[config.mk]
export PLATFORM = sky130hd
export DESIGN_NAME = fdf_engine
export DESIGN_NICKNAME = d
export VERILOG_FILES = /design/src/rtl/fdf_pkg.sv /design/src/rtl/fdf_window.sv /design/src/rtl/fdf_regs.sv /design/src/rtl/fdf_seq.sv /design/src/rtl/fdf_engine.sv
export SDC_FILE = /design/constraint.sdc
export NUM_CORES = 1
export LEC_CHECK = 0
export CORE_UTILIZATION = 30
export DETAILED_ROUTE_END_ITERATION = 16
export PLACE_DENSITY = 0.56
export REMOVE_ABC_BUFFERS = 1
export SYNTH_ARGS = -nofsm -noshare
export SYNTH_HDL_FRONTEND = slang
export SYNTH_HIERARCHICAL = 1
export SYNTH_SLANG_ARGS = --single-unit
[constraint.sdc]
create_clock -name clk -period 3 [get_ports clk]
set_input_delay 0.3 -clock clk [delete_from_list [all_inputs] [get_ports clk]]
set_output_delay 0.3 -clock clk [all_outputs]
set_load 0.1 [all_outputs]
[src/rtl/fdf_pkg.sv]
package fdf_pkg;
  localparam int DW = 32;
  localparam int RAW = 3;

  typedef enum logic [2:0] {
    S_IDLE, S_REQ, S_WAIT, S_CHECK, S_XFER, S_FINISH
  } fdf_state_e;

  localparam logic [RAW-1:0] REG_CTRL   = 3'd0;
  localparam logic [RAW-1:0] REG_NEXT   = 3'd1;
  localparam logic [RAW-1:0] REG_BRANCH = 3'd2;
  localparam logic [RAW-1:0] REG_SRC    = 3'd3;
  localparam logic [RAW-1:0] REG_FID    = 3'd4;
  localparam logic [RAW-1:0] REG_CMD    = 3'd5;

  localparam int CTRL_RUN  = 0;
  localparam int CTRL_STOP = 1;
  localparam int BR_REQ    = 0;
  localparam int BR_INT    = 1;
  localparam int CMD_EOF   = 21;
  localparam int CMD_SOF   = 22;
  localparam int CMD_PAL   = 26;
  localparam int LEN_W     = 21;

  localparam logic [DW-1:0] ALIGN_MASK  = 32'hFFFF_FFF0;
  localparam logic [DW-1:0] BRANCH_MASK = 32'hFFFF_FFF3;

  localparam logic [1:0] W_NEXT = 2'd0;
  localparam logic [1:0] W_SRC  = 2'd1;
  localparam logic [1:0] W_FID  = 2'd2;
  localparam logic [1:0] W_CMD  = 2'd3;
endpackage

[src/rtl/fdf_window.sv]
module fdf_window #(
  parameter logic [31:0] BASE = 32'h8000_0000,
  parameter logic [31:0] SIZE = 32'h0000_4000,
  parameter int          SPAN = 0
) (
  input  logic [31:0] addr_i,
  output logic        ok_o
);
  localparam logic [33:0] LO  = {2'b00, BASE};
  localparam logic [33:0] LIM = {2'b00, BASE} + {2'b00, SIZE};

  logic [33:0] lo_w;
  logic [33:0] hi_w;

  always_comb begin
    lo_w = {2'b00, addr_i};
    hi_w = lo_w + 34'(SPAN);
    ok_o = (lo_w >= LO) && (hi_w <= LIM);
  end
endmodule

[src/rtl/fdf_regs.sv]
module fdf_regs
  import fdf_pkg::*;
(
  input  logic           clk,
  input  logic           rst_n,
  input  logic           sw_wr_i,
  input  logic [RAW-1:0] sw_addr_i,
  input  logic [DW-1:0]  sw_wdata_i,
  output logic [DW-1:0]  sw_rdata_o,
  input  logic           start_i,
  input  logic           word_vld_i,
  input  logic [1:0]     word_idx_i,
  input  logic [DW-1:0]  word_i,
  input  logic           clr_run_i,
  output logic           run_o,
  output logic           stop_o,
  output logic [DW-1:0]  next_o,
  output logic           br_req_o,
  output logic           br_int_o,
  output logic [DW-5:0]  br_addr_o,
  output logic [DW-1:0]  src_o,
  output logic           sof_en_o,
  output logic           eof_en_o,
  output logic           pal_o,
  output logic [LEN_W-1:0] len_o
);
  logic run_q, run_n, stop_q, stop_n;
  logic [DW-1:0] next_q, next_n, br_q, br_n, src_q, src_n;
  logic [DW-1:0] fid_q, fid_n, cmd_q, cmd_n;
  logic          upd_en;

  always_comb begin
    run_n  = run_q;
    stop_n = stop_q;
    next_n = next_q;
    br_n   = br_q;
    src_n  = src_q;
    fid_n  = fid_q;
    cmd_n  = cmd_q;
    if (sw_wr_i) begin
      case (sw_addr_i)
        REG_CTRL: begin
          run_n  = sw_wdata_i[CTRL_RUN];
          stop_n = sw_wdata_i[CTRL_STOP];
        end
        REG_NEXT:   next_n = sw_wdata_i & ALIGN_MASK;
        REG_BRANCH: br_n   = sw_wdata_i & BRANCH_MASK;
        default: ;
      endcase
    end
    if (start_i) begin
      src_n = '0;
      if (br_q[BR_REQ]) br_n[BR_REQ] = 1'b0;
    end
    if (word_vld_i) begin
      case (word_idx_i)
        W_NEXT:  next_n = word_i & ALIGN_MASK;
        W_SRC:   src_n  = word_i;
        W_FID:   fid_n  = word_i;
        default: cmd_n  = word_i;
      endcase
    end
    if (clr_run_i) run_n = 1'b0;
  end

  assign upd_en = sw_wr_i | start_i | word_vld_i | clr_run_i;

  always_ff @(posedge clk or negedge rst_n) begin
    if (!rst_n) begin
      run_q  <= 1'b0;
      stop_q <= 1'b0;
      next_q <= '0;
      br_q   <= '0;
      src_q  <= '0;
      fid_q  <= '0;
      cmd_q  <= '0;
    end else if (upd_en) begin
      run_q  <= run_n;
      stop_q <= stop_n;
      next_q <= next_n;
      br_q   <= br_n;
      src_q  <= src_n;
      fid_q  <= fid_n;
      cmd_q  <= cmd_n;
    end
  end

  always_comb begin
    case (sw_addr_i)
      REG_CTRL:   sw_rdata_o = {{(DW-2){1'b0}}, stop_q, run_q};
      REG_NEXT:   sw_rdata_o = next_q;
      REG_BRANCH: sw_rdata_o = br_q;
      REG_SRC:    sw_rdata_o = src_q;
      REG_FID:    sw_rdata_o = fid_q;
      REG_CMD:    sw_rdata_o = cmd_q;
      default:    sw_rdata_o = '0;
    endcase
  end

  assign run_o     = run_q;
  assign stop_o    = stop_q;
  assign next_o    = next_q;
  assign br_req_o  = br_q[BR_REQ];
  assign br_int_o  = br_q[BR_INT];
  assign br_addr_o = br_q[DW-1:4];
  assign src_o     = src_q;
  assign sof_en_o  = cmd_q[CMD_SOF];
  assign eof_en_o  = cmd_q[CMD_EOF];
  assign pal_o     = cmd_q[CMD_PAL];
  assign len_o     = {cmd_q[LEN_W-1:2], 2'b00};

  // a taken branch drops its request bit
  p_branch_clear_r4: assert property (@(posedge clk) disable iff (!rst_n)
    (start_i && br_q[BR_REQ] && !(sw_wr_i && sw_addr_i == REG_BRANCH))
    |=> !br_q[BR_REQ]);

  // a stop at frame end clears the run bit
  p_stop_clears_run_r10: assert property (@(posedge clk) disable iff (!rst_n)
    (clr_run_i && !(sw_wr_i && sw_addr_i == REG_CTRL)) |=> !run_q);
endmodule

[src/rtl/fdf_seq.sv]
module fdf_seq
  import fdf_pkg::*;
#(
  parameter logic [31:0] MEM_BASE = 32'h8000_0000,
  parameter logic [31:0] MEM_SIZE = 32'h0000_4000
) (
  input  logic          clk,
  input  logic          rst_n,
  input  logic          run_i,
  input  logic          stop_i,
  input  logic          frame_start_i,
  input  logic          br_req_i,
  input  logic          br_int_i,
  input  logic [DW-1:0] ptr_sel_i,
  input  logic          desc_ok_i,
  input  logic [DW-1:0] src_i,
  input  logic          src_ok_i,
  input  logic          sof_en_i,
  input  logic          eof_en_i,
  output logic          rd_valid_o,
  input  logic          rd_ready_i,
  output logic [DW-1:0] rd_addr_o,
  input  logic          rsp_valid_i,
  input  logic          xfer_done_i,
  output logic          start_o,
  output logic          word_vld_o,
  output logic [1:0]    word_idx_o,
  output logic          clr_run_o,
  output logic          xfer_start_o,
  output logic          ev_sof_o,
  output logic          ev_eof_o,
  output logic          ev_branch_o,
  output logic          ev_berr_o,
  output logic          ev_last_o
);
  fdf_state_e    state_q, state_n;
  logic [DW-1:0] ptr_q, ptr_n;
  logic [1:0]    idx_q, idx_n;

  always_comb begin
    state_n      = state_q;
    ptr_n        = ptr_q;
    idx_n        = idx_q;
    rd_valid_o   = 1'b0;
    start_o      = 1'b0;
    word_vld_o   = 1'b0;
    clr_run_o    = 1'b0;
    xfer_start_o = 1'b0;
    ev_sof_o     = 1'b0;
    ev_eof_o     = 1'b0;
    ev_branch_o  = 1'b0;
    ev_berr_o    = 1'b0;
    ev_last_o    = 1'b0;
    case (state_q)
      S_IDLE: begin
        if (run_i && frame_start_i) begin
          start_o     = 1'b1;
          ev_branch_o = br_req_i & br_int_i;
          ptr_n       = ptr_sel_i;
          idx_n       = '0;
          state_n     = desc_ok_i ? S_REQ : S_CHECK;
        end
      end
      S_REQ: begin
        rd_valid_o = 1'b1;
        if (rd_ready_i) state_n = S_WAIT;
      end
      S_WAIT: begin
        if (rsp_valid_i) begin
          word_vld_o = 1'b1;
          if (idx_q == W_CMD) begin
            state_n = S_CHECK;
          end else begin
            idx_n   = idx_q + 2'd1;
            state_n = S_REQ;
          end
        end
      end
      S_CHECK: begin
        if ((src_i != '0) && src_ok_i) begin
          xfer_start_o = 1'b1;
          ev_sof_o     = sof_en_i;
          state_n      = S_XFER;
        end else begin
          ev_berr_o = 1'b1;
          state_n   = S_FINISH;
        end
      end
      S_XFER: begin
        if (xfer_done_i) begin
          ev_eof_o = eof_en_i;
          state_n  = S_FINISH;
        end
      end
      default: begin
        if (stop_i) begin
          clr_run_o = 1'b1;
          ev_last_o = 1'b1;
        end
        state_n = S_IDLE;
      end
    endcase
  end

  always_ff @(posedge clk or negedge rst_n) begin
    if (!rst_n) begin
      state_q <= S_IDLE;
      ptr_q   <= '0;
      idx_q   <= '0;
    end else begin
      state_q <= state_n;
      if (start_o) ptr_q <= ptr_n;
      if (start_o || word_vld_o) idx_q <= idx_n;
    end
  end

  assign rd_addr_o  = ptr_q + {{(DW-4){1'b0}}, idx_q, 2'b00};
  assign word_idx_o = idx_q;

  // stalled request holds
  p_rd_hold_r12: assert property (@(posedge clk) disable iff (!rst_n)
    (rd_valid_o && !rd_ready_i) |=> (rd_valid_o && $stable(rd_addr_o)));

  // reads stay inside the memory window
  p_rd_window_r5: assert property (@(posedge clk) disable iff (!rst_n)
    rd_valid_o |-> (({2'b00, rd_addr_o} >= {2'b00, MEM_BASE}) &&
                    ({2'b00, rd_addr_o} + 34'd4 <= {2'b00, MEM_BASE} + {2'b00, MEM_SIZE})));
endmodule

[src/rtl/fdf_engine.sv]
module fdf_engine
  import fdf_pkg::*;
#(
  parameter int          CHAN_W   = 3,
  parameter int          CHAN_ID  = 5,
  parameter logic [31:0] MEM_BASE = 32'h8000_0000,
  parameter logic [31:0] MEM_SIZE = 32'h0000_4000
) (
  input  logic              clk,
  input  logic              rst_n,
  input  logic              reg_wr,
  input  logic [RAW-1:0]    reg_addr,
  input  logic [DW-1:0]     reg_wdata,
  output logic [DW-1:0]     reg_rdata,
  input  logic              frame_start,
  output logic              rd_valid,
  input  logic              rd_ready,
  output logic [DW-1:0]     rd_addr,
  input  logic              rsp_valid,
  input  logic [DW-1:0]     rsp_data,
  output logic              xfer_start,
  output logic [DW-1:0]     xfer_addr,
  output logic [LEN_W-1:0]  xfer_len,
  output logic              xfer_palette,
  input  logic              xfer_done,
  output logic              ev_sof,
  output logic              ev_eof,
  output logic              ev_branch,
  output logic              ev_bus_err,
  output logic [CHAN_W-1:0] ev_err_chan,
  output logic              ev_last_frame
);
  localparam int DESC_BYTES = 16;
  localparam logic [CHAN_W-1:0] CHAN_CODE = CHAN_W'(CHAN_ID);

  logic          run, stop, br_req, br_int, sof_en, eof_en, pal;
  logic [DW-1:0] next_ptr, src, ptr_sel;
  logic [DW-5:0] br_addr;
  logic [LEN_W-1:0] len;
  logic          desc_ok, src_ok;
  logic          start, word_vld, clr_run;
  logic [1:0]    word_idx;

  assign ptr_sel = br_req ? {br_addr, 4'b0000} : next_ptr;

  fdf_regs u_regs (
    .clk, .rst_n,
    .sw_wr_i(reg_wr), .sw_addr_i(reg_addr), .sw_wdata_i(reg_wdata),
    .sw_rdata_o(reg_rdata),
    .start_i(start), .word_vld_i(word_vld), .word_idx_i(word_idx),
    .word_i(rsp_data), .clr_run_i(clr_run),
    .run_o(run), .stop_o(stop), .next_o(next_ptr),
    .br_req_o(br_req), .br_int_o(br_int), .br_addr_o(br_addr),
    .src_o(src), .sof_en_o(sof_en), .eof_en_o(eof_en), .pal_o(pal), .len_o(len)
  );

  fdf_window #(.BASE(MEM_BASE), .SIZE(MEM_SIZE), .SPAN(DESC_BYTES)) u_desc_win (
    .addr_i(ptr_sel), .ok_o(desc_ok)
  );

  fdf_window #(.BASE(MEM_BASE), .SIZE(MEM_SIZE), .SPAN(0)) u_src_win (
    .addr_i(src), .ok_o(src_ok)
  );

  fdf_seq #(.MEM_BASE(MEM_BASE), .MEM_SIZE(MEM_SIZE)) u_seq (
    .clk, .rst_n,
    .run_i(run), .stop_i(stop), .frame_start_i(frame_start),
    .br_req_i(br_req), .br_int_i(br_int), .ptr_sel_i(ptr_sel),
    .desc_ok_i(desc_ok), .src_i(src), .src_ok_i(src_ok),
    .sof_en_i(sof_en), .eof_en_i(eof_en),
    .rd_valid_o(rd_valid), .rd_ready_i(rd_ready), .rd_addr_o(rd_addr),
    .rsp_valid_i(rsp_valid), .xfer_done_i(xfer_done),
    .start_o(start), .word_vld_o(word_vld), .word_idx_o(word_idx),
    .clr_run_o(clr_run), .xfer_start_o(xfer_start),
    .ev_sof_o(ev_sof), .ev_eof_o(ev_eof), .ev_branch_o(ev_branch),
    .ev_berr_o(ev_bus_err), .ev_last_o(ev_last_frame)
  );

  assign xfer_addr    = src;
  assign xfer_len     = len;
  assign xfer_palette = pal;
  assign ev_err_chan  = ev_bus_err ? CHAN_CODE : '0;

  // a transfer never starts from a null source
  p_xfer_src_r6: assert property (@(posedge clk) disable iff (!rst_n)
    xfer_start |-> (xfer_addr != '0));

  // an error frame carries no transfer and no start-of-frame
  p_err_excl_r6: assert property (@(posedge clk) disable iff (!rst_n)
    ev_bus_err |-> (!xfer_start && !ev_sof));
endmodule

### After elaboration in Yosys (flattened, before gate mapping)

Index checks and enable logic that the tools add are counted.
Widths: inputs -> output; s select.

* register bits: 197
* input bits: 74
* output and inout bits: 128
* word-level logic and storage cells: 108

* add/subtract/negate cells: 3
* order comparisons: 4
* equal/unequal tests: 17
* multiplexer cells: 46
* bitwise operators: 5
* reductions and logical operators: 22

Operators by type and width (number)
* $mux 32: 8
* $pmux 32 s6: 1
* $ge 32x32->1 const B: 2
* $le 34x32->1 const B: 1
* $add 32x5->33 const B: 1
* $add 32x4->32: 1
* $le 32x32->1 const B: 1
* $reduce_bool 32->1: 1
* $mux 1: 25
* $reduce_and 3->1: 6
* $mux 3: 5
* $pmux 3 s5: 1
* $eq 3x2->1 const B: 4
* $mux 2: 5
* $eq 3x3->1 const B: 3
* $ne 2x2->1 const B: 4
* $eq 3x1->1 const B: 2
* $logic_not 3->1: 2
* $reduce_bool 2->1: 3
* $reduce_and 5->1: 1
* $reduce_or 5->1: 1
* $eq 2x2->1 const B: 2
* $logic_and 1x1->1: 4
* $pmux 2 s2: 1
* other kinds (10): 12

### Logic depth before layout (Yosys ltp)

Gate-level depths: netlist (run 1).

* depth in word-level cells: 7
* mapped depth: 12
* depth with buffers taken out: 10

### Modules after synthesis

Netlist (run 1), hierarchy kept.

Modules (own cells, without submodules)
* fdf_regs: instances 1, cells an instance 632, area each 7647.3 µm²
* fdf_seq: instances 1, cells an instance 211, area each 2260.9 µm²
* fdf_engine: instances 1, cells an instance 40, area each 529.3 µm²
* fdf_window at u_desc_win: instances 1, cells an instance 37, area each 265.3 µm²
* fdf_window at u_src_win: instances 1, cells an instance 12, area each 97.6 µm²

### Worst setup path after synthesis (run 1)

No wires, ideal clock.

* path kind: register to output
* start: reg u_regs.src_q[31] (netlist: u_regs/src_o[31])
* end: out ev_sof
* arrival: 3.725 ns
* path slack: -1.025 ns
* stages on the path, launching flop included: 6
* path buffers: 0
* cells stage by stage: dfrtp_1 -> nor4b_1 -> nand4_1 -> a211oi_2 -> o21ai_0 -> nor3_1

* cells in the longest elaborated chain, start to end: 5

RTL lines
* from (decl): line fdf_regs.sv:28 `logic [DW-1:0] next_q, next_n, br_q, br_n, src_q, src_n;`
* from (signal assigned): line fdf_regs.sv:82 `src_q <= src_n;`
* $ge 32x32->1 / $le 32x32->1 (equally long branches): line fdf_window.sv:18 `ok_o = (lo_w >= LO) && (hi_w <= LIM);`
* $logic_and 1x1->1 *: line fdf_window.sv:18
* net src_ok: line fdf_engine.sv:40 `logic desc_ok, src_ok;`
* $logic_and 1x1->1 *: line fdf_seq.sv:80 `if ((src_i != '0) && src_ok_i) begin`
* $mux 1 *: line fdf_seq.sv:80
* $mux 1 *: line fdf_seq.sv:54 `case (state_q)`
* to (decl): line fdf_engine.sv:26 `output logic ev_sof,`

Mark *: on every way through the listed nets, which the timed path passes. The rest lies on a longest branch.

### Worst setup path after layout (run 1)

* start: reg u_regs.src_q[1] (netlist: u_regs/src_o[1])
* end: out ev_err_chan[2]

* cells in the longest elaborated chain, start to end: 6

RTL lines
* $ge 32x32->1 / $le 32x32->1 (equally long branches): line fdf_window.sv:18
* $logic_and 1x1->1 *: line fdf_window.sv:18
* net src_ok: line fdf_engine.sv:40
* $logic_and 1x1->1 *: line fdf_seq.sv:80
* $mux 1 *: line fdf_seq.sv:80
* $mux 1 *: line fdf_seq.sv:54
* $mux 3 *: line fdf_engine.sv:82 `assign ev_err_chan = ev_bus_err ? CHAN_CODE : '0;`
* to (decl): line fdf_engine.sv:30 `output logic [CHAN_W-1:0] ev_err_chan,`

Marks and branches as above.

==> results.yml, run 1 <==
sta:
  holdWs_ps: 454.6
  worst_slack_ps: 110.0
  worst_pin_slew_ps: 729.0
  min_period_ps: 2890
  max_freq_mhz: 346.0
  rsz0062_at_grt: "false"
  max_slew_margin: 0.5140
  setup_viol: 0
  fin_skew_ps: 8.025
  drv_slew: 0
  period_share: 0.9633
  hold_viol: 0
  setup_tns_ps: 0
pwr:
  ir_worst_vdd_uv: 906.4
  power_mw: 16.63
  power_switching_mw: 8.468
  p_int_mw: 8.166
  leakage_nw: 6.349
  p_sw_frac: 0.5091
  comb_power_share: 0.581
  seqPwrFrac: 0.279
  p_clk_frac: 0.140
  p_per_area_mw_per_mm2: 1168
logic_synthesis:
  yosysUniqueCellTypes: 63
  yosys-top-cells-area: "dfrtp_1 (46%), mux2_2 (13%), mux2i_1 (5.7%), mux2_4 (3.8%), nand2_1 (3.0%)"
  synth_area_mm2: 0.01080
  yosys-top-cells-count: "dfrtp_1 (197), mux2_2 (128), nand2_1 (85)"
  yosys_register_bits: 197
  synth_seq_area_share: 0.4564
  syn_area_per_cell_um2: 11.59
  synthFlopType: "dfrtp_1"
  synth.top_cell.area_share: 0.4564
  async_flop_share: 1.000
  synth_edf_count: 0
  synth.most_common_cell: "dfrtp_1"
  synth_cells: 932
  yosys_warnings: 6
  yosysTopAreaCell: "dfrtp_1"
grt:
  grt_pass1_vias: 8158
  grt_overflow: 0
  grt_pass1_wl_mm: 51.82
  antenna_found_initial: 0
  grt_max_degree: 82
  grt_usage: 0.1899
worst_setup_path:
  rr_startpoint: "u_regs/br_q[0]$_DFFE_PN0P_"
  worstSetupEndpointType: "output pin"
  crit_type: "register to output pin"
  cp-start-kind: "register"
  cp_max_fo: 5
  cp-startpoint: "u_regs/src_o[1]$_DFFE_PN0P_"
  r2r_cells: 11
  arrival_ps: 2590
  cp.required_ps: 2700
placement:
  place.gp.congestion: 0.7954
  portBuffers: 196
  hpwlAfterDp_mm: 24.71
  pre_cts_ws_ps: 344.0
  post_dp_cell_area_mm2: 0.01358
drt:
  wl_mm: 34.08
  viasPerCell: 5.149
  ant_nets: 0
  wl_per_cell_um: 21.62
  drtIter0Drc: 528
  vias: 8115
  drc: 0
  first_pass_iters: 5
layout:
  final_cell_area_mm2: 0.01425
  nets: 1180
  layout-drive-gt1-share: 0.3462
  fillers: 3383
  diodes: 0
  area_delta_synth_final_pct: 31.92
die:
  dieArea_mm2: 0.03676
  core_mm2: 0.03548
  start_util: 0.3044
  dieWidth_um: 191.7
  die_y_um: 191.7
  pin_count: 202
  rows: 69
clock_network:
  cts-root-buf: "clkbuf_16"
  clock_path_buffers: 2
  cts_tree: "done"
  clock-sinks: 197
  cts_buffers: 17
  ctsHtreeMaxLevel: 4
  cts.clk_slew.worst_paths_ps: 80
  worstSkewPairLatency_ps: 440
min_path:
  hold_path_startpoint: "rsp_data[3]"
  min_path_type: "primary input to register"
  hold_path_depth: 3
job:
  drv_cap: 0
outcome:
  status: "finished, final reports clean"
## kinds of logic after synthesis
logic type,after synthesis,share of synthesized area
simple gates,277,0.1479
mux,219,0.2305
flops,197,0.4564
compound gates,112,0.07924
buf+inv,92,0.05630
xor+xnor,29,0.02352
fa+ha+maj,4,0.005329
other cells,2,0.0006953
## per-stage QoR
step	std cells	util
2_1_floorplan	845	-
3_3_place_gp	1542	0.3828
3_5_place_dp	1542	0.3828
4_1_cts	1576	0.4006
5_1_grt	1576	0.4015
6_report	1576	0.4015
## cell usage in the layout (no fill, tap or decap), types with 5 or more instances in the layout
cell type / Yosys / routed
nor2b_1: 8 / 7
buf_4: 30 / 98
nand4_1: 14 / 14
a221o_1: 27 / 27
nand2_1: 85 / 85
o2bb2ai_1: 29 / 29
nand3_1: 20 / 19
and4_1: 7 / 7
buf_12: 2 / 68
mux2i_1: 62 / 62
nor2_1: 41 / 41
a21oi_1: 36 / 36
mux2_2: 128 / 128
clkbuf_16: 0 / 17
and3_1: 9 / 9
mux2_4: 27 / 27
clkdlybuf4s50_1: 0 / 69
dfrtp_1: 197 / 195
inv_8: 0 / 5
nor4_1: 13 / 13
xnor2_1: 24 / 21
nand3b_1: 39 / 39
## power by group through the flow
stage,clock [mW],sequential (mW),combinational [mW]
after floorplan,0,6.16,5.00
after global placement,0,4.63,9.60
after detailed placement,0,4.67,9.67
after CTS,2.40,4.63,9.69
after global routing,2.51,4.80,10.1
final,2.33,4.64,9.66
## state kept, by name, indices dropped and copies added, names as in the netlist
name,flops
u_regs/br_q,30
u_regs/cmd_q,32
u_regs/fid_q,32
u_regs/next_o,32
u_regs/run_o,1
u_regs/src_o,32
u_regs/stop_o,1
u_seq/ptr_q,32
u_seq/state_q,3
u_seq/word_idx_o,2
## path summary, 6_finish.rpt
path	slack, ps	end
max reg2reg	390	u_seq/state_q[1]$_DFFE_PN0P_
min	450	u_regs/src_o[3]$_DFFE_PN0P_
min reg2reg	510	u_regs/fid_q[20]$_DFFE_PN0P_
max	110	ev_err_chan[2]
min in group asynchronous	480	u_regs/fid_q[1]$_DFFE_PN0P_
max in group asynchronous	1560	u_regs/br_q[25]$_DFFE_PN0P_
## routing by layer
layer	track usage	part of all wire	vias up
li1	-	-	3721
met3	0.03508	0.053	27
met2	0.2978	0.46	242
met1	0.2671	0.47	4125
met5	0	0	-
met4	0.04915	0.015	0
## layout make-up
| type | count | area [µm²] | share of cell area |
|---|---|---|---|
| timing repair buffer | 238 | 2816 | 0.1977 |
| multi-input combinational | 644 | 5314 | 0.3730 |
| tap | 461 | 576.8 | 0.04048 |
| inverter | 4 | 15.01 | 0.001054 |
| clock buffer | 17 | 425.4 | 0.02986 |
| clock inverter | 15 | 167.7 | 0.01177 |
| sequential | 197 | 4932 | 0.3462 |
## repair_timing
| item | in CTS | in global routing |
|---|---|---|
| setup buffers | 1 | 0 |
| pin swaps | 1 | 0 |
| setup endpoints to repair | 15 | 8 |
| hold endpoints to repair | 78 | 0 |
| gates resized for setup | 3 | 5 |
| gates cloned | 0 | 0 |
| hold buffers | 1 | 0 |
## critical path, cell delays in order (launching register included)
cell and delay, ps:
dfrtp_1 440, nor4_2 470, nand4_1 280, a211oi_2 320, o21ai_2 150, nor2b_1 160, buf_4 160, buf_12 160
Note: power is estimated with default switching activity, not from simulation.
==> run 2, diff against run 1 <==
Settings changed: SKIP_CTS_REPAIR_TIMING set to 1.
==> run 2 against run 1 <==
Effect of this change: power hardly changed; final cell count is the same; highest routed layer unchanged; worst setup slack worse by 38 ps; clock power hardly changed; clock skew up 1.2 ps; non-clock buffer count is the same; sequential power about the same; routed wire length barely moved; critical path depth unchanged; flip-flop and latch count is the same; count of clock-buffer cells in the layout stayed put; combinational power is essentially flat.
==> results.yml, run 2 (synthesis gave the netlist of run 1 again) <==
outcome:
  status: "finished, final reports clean"
grt:
  grt_overflow: 0
  grt_max_degree: 82
  grt_pass1_vias: 8149
  grt_pass1_wl_mm: 51.76
  grt_usage: 0.1897
  antenna_found_initial: 0
job:
  drv_cap: 0
sta:
  hold_viol: 0
  drv_slew: 0
  fin_skew_ps: 9.209
  setup_tns_ps: 0
  rsz0062_at_grt: "false"
  min_period_ps: 2928
  max_slew_margin: 0.5186
  max_freq_mhz: 341.6
  setup_viol: 0
  worst_pin_slew_ps: 722.1
  holdWs_ps: 456.2
  period_share: 0.9758
layout:
  nets: 1180
  regArea_mm2: 0.004932
  multi_input_area_mm2: 0.005290
  diodes: 0
  final_common_cell: "dfrtp_1"
  layout_common_cells: "dfrtp_1 (195), mux2_2 (128), buf_4 (98)"
  fillers: 3384
  area_delta_synth_final_pct: 31.70
  layout-drive-gt1-share: 0.3435
pwr:
  leakage_nw: 6.328
  ir_worst_vdd_uv: 893.4
  p_per_area_mw_per_mm2: 1168
  power_mw: 16.62
drt:
  wl_mm: 34.05
  viasPerCell: 5.163
  first_pass_iters: 7
  vias: 8137
  ant_nets: 0
  drtIter0Drc: 513
  wl_per_cell_um: 21.60
  drc: 0
die:
  dieArea_mm2: 0.03676
  pin_count: 202
  dieWidth_um: 191.7
  start_util: 0.3044
  core_mm2: 0.03548
  die_y_um: 191.7
  rows: 69
worst_setup_path:
  rr_startpoint: "u_regs/br_q[0]$_DFFE_PN0P_"
  cp.required_ps: 2700
  cp_max_fo: 10
  arrival_ps: 2630
  cp-startpoint: "u_seq/word_idx_o[0]$_DFFE_PN0P_"
  cp-start-kind: "register"
  crit_type: "register to output pin"
  worstSetupEndpointType: "output pin"
clock_network:
  cts_tree: "done"
  worstSkewPairLatency_ps: 450
  cts_buffers: 17
  ctsHtreeMaxLevel: 4
  cts-root-buf: "clkbuf_16"
  clock_path_buffers: 2
  cts.clk_slew.worst_paths_ps: 80
  clock-sinks: 197
min_path:
  min_path_type: "primary input to register"
  hold_path_startpoint: "rsp_data[3]"
placement:
  portBuffers: 196
  hpwlAfterDp_mm: 24.71
  place.gp.congestion: 0.7954
-- run 2: through the flow --
step           cells  area [µm²]  utilization  setup slack, ps
2_1_floorplan    845       10210            -            -2801
3_3_place_gp    1542       13580       0.3828            362.2
3_5_place_dp    1542       13580       0.3828            344.0
4_1_cts         1574       14180       0.3996           -145.7
5_1_grt         1576       14220       0.4009            1.379
6_report        1576       14220       0.4009            72.48
-- run 2: per-layer routing --
metal	track usage	vias up	routed length, µm
li1	-	3724	-
met1	0.2663	4130	16230
met2	0.2970	258	15650
met3	0.03654	25	1692
met4	0.04915	0	478
met5	0	-	0
-- run 2: path summary, 6_finish.rpt --
kind	end	slack [ps]	cells after the start
max in group asynchronous	u_regs/br_q[25]$_DFFE_PN0P_	1570	3
setup reg to reg	u_seq/state_q[1]$_DFFE_PN0P_	380	11
min in group asynchronous	u_regs/fid_q[1]$_DFFE_PN0P_	470	2
hold / removal	u_regs/src_o[3]$_DFFE_PN0P_	460	3
hold reg to reg	u_regs/fid_q[20]$_DFFE_PN0P_	510	1
setup / recovery	rd_addr[10]	70	7
-- run 2: critical path: stages (launching register included) --
cell and delay [ps]:
dfrtp_2 480, ha_1 260, fa_1 470, nand2_1 180, nor2_1 80, and3_1 200
xor2_1 290, buf_12 220
-- run 2: power breakdown --
group	total, mW	internal (mW)	switching, mW
logic	9.65	3.30	6.34
registers	4.63	3.67	0.968
clock network	2.34	1.19	1.15
-- run 2: cell type report --
cell class	count	area share
Multi-Input combinational cell	644	0.3719
Sequential cell	197	0.3468
Timing Repair Buffer	238	0.1980
Tap cell	461	0.04055
Clock buffer	17	0.02991
Clock inverter	15	0.01179
Inverter	4	0.001056
==> run 3, diff against run 2 <==
Settings changed: GPL_ROUTABILITY_DRIVEN set to 0.
==> results of run 3 <==
Same layout as run 2: the final DEF is identical, and so are final timing and power.
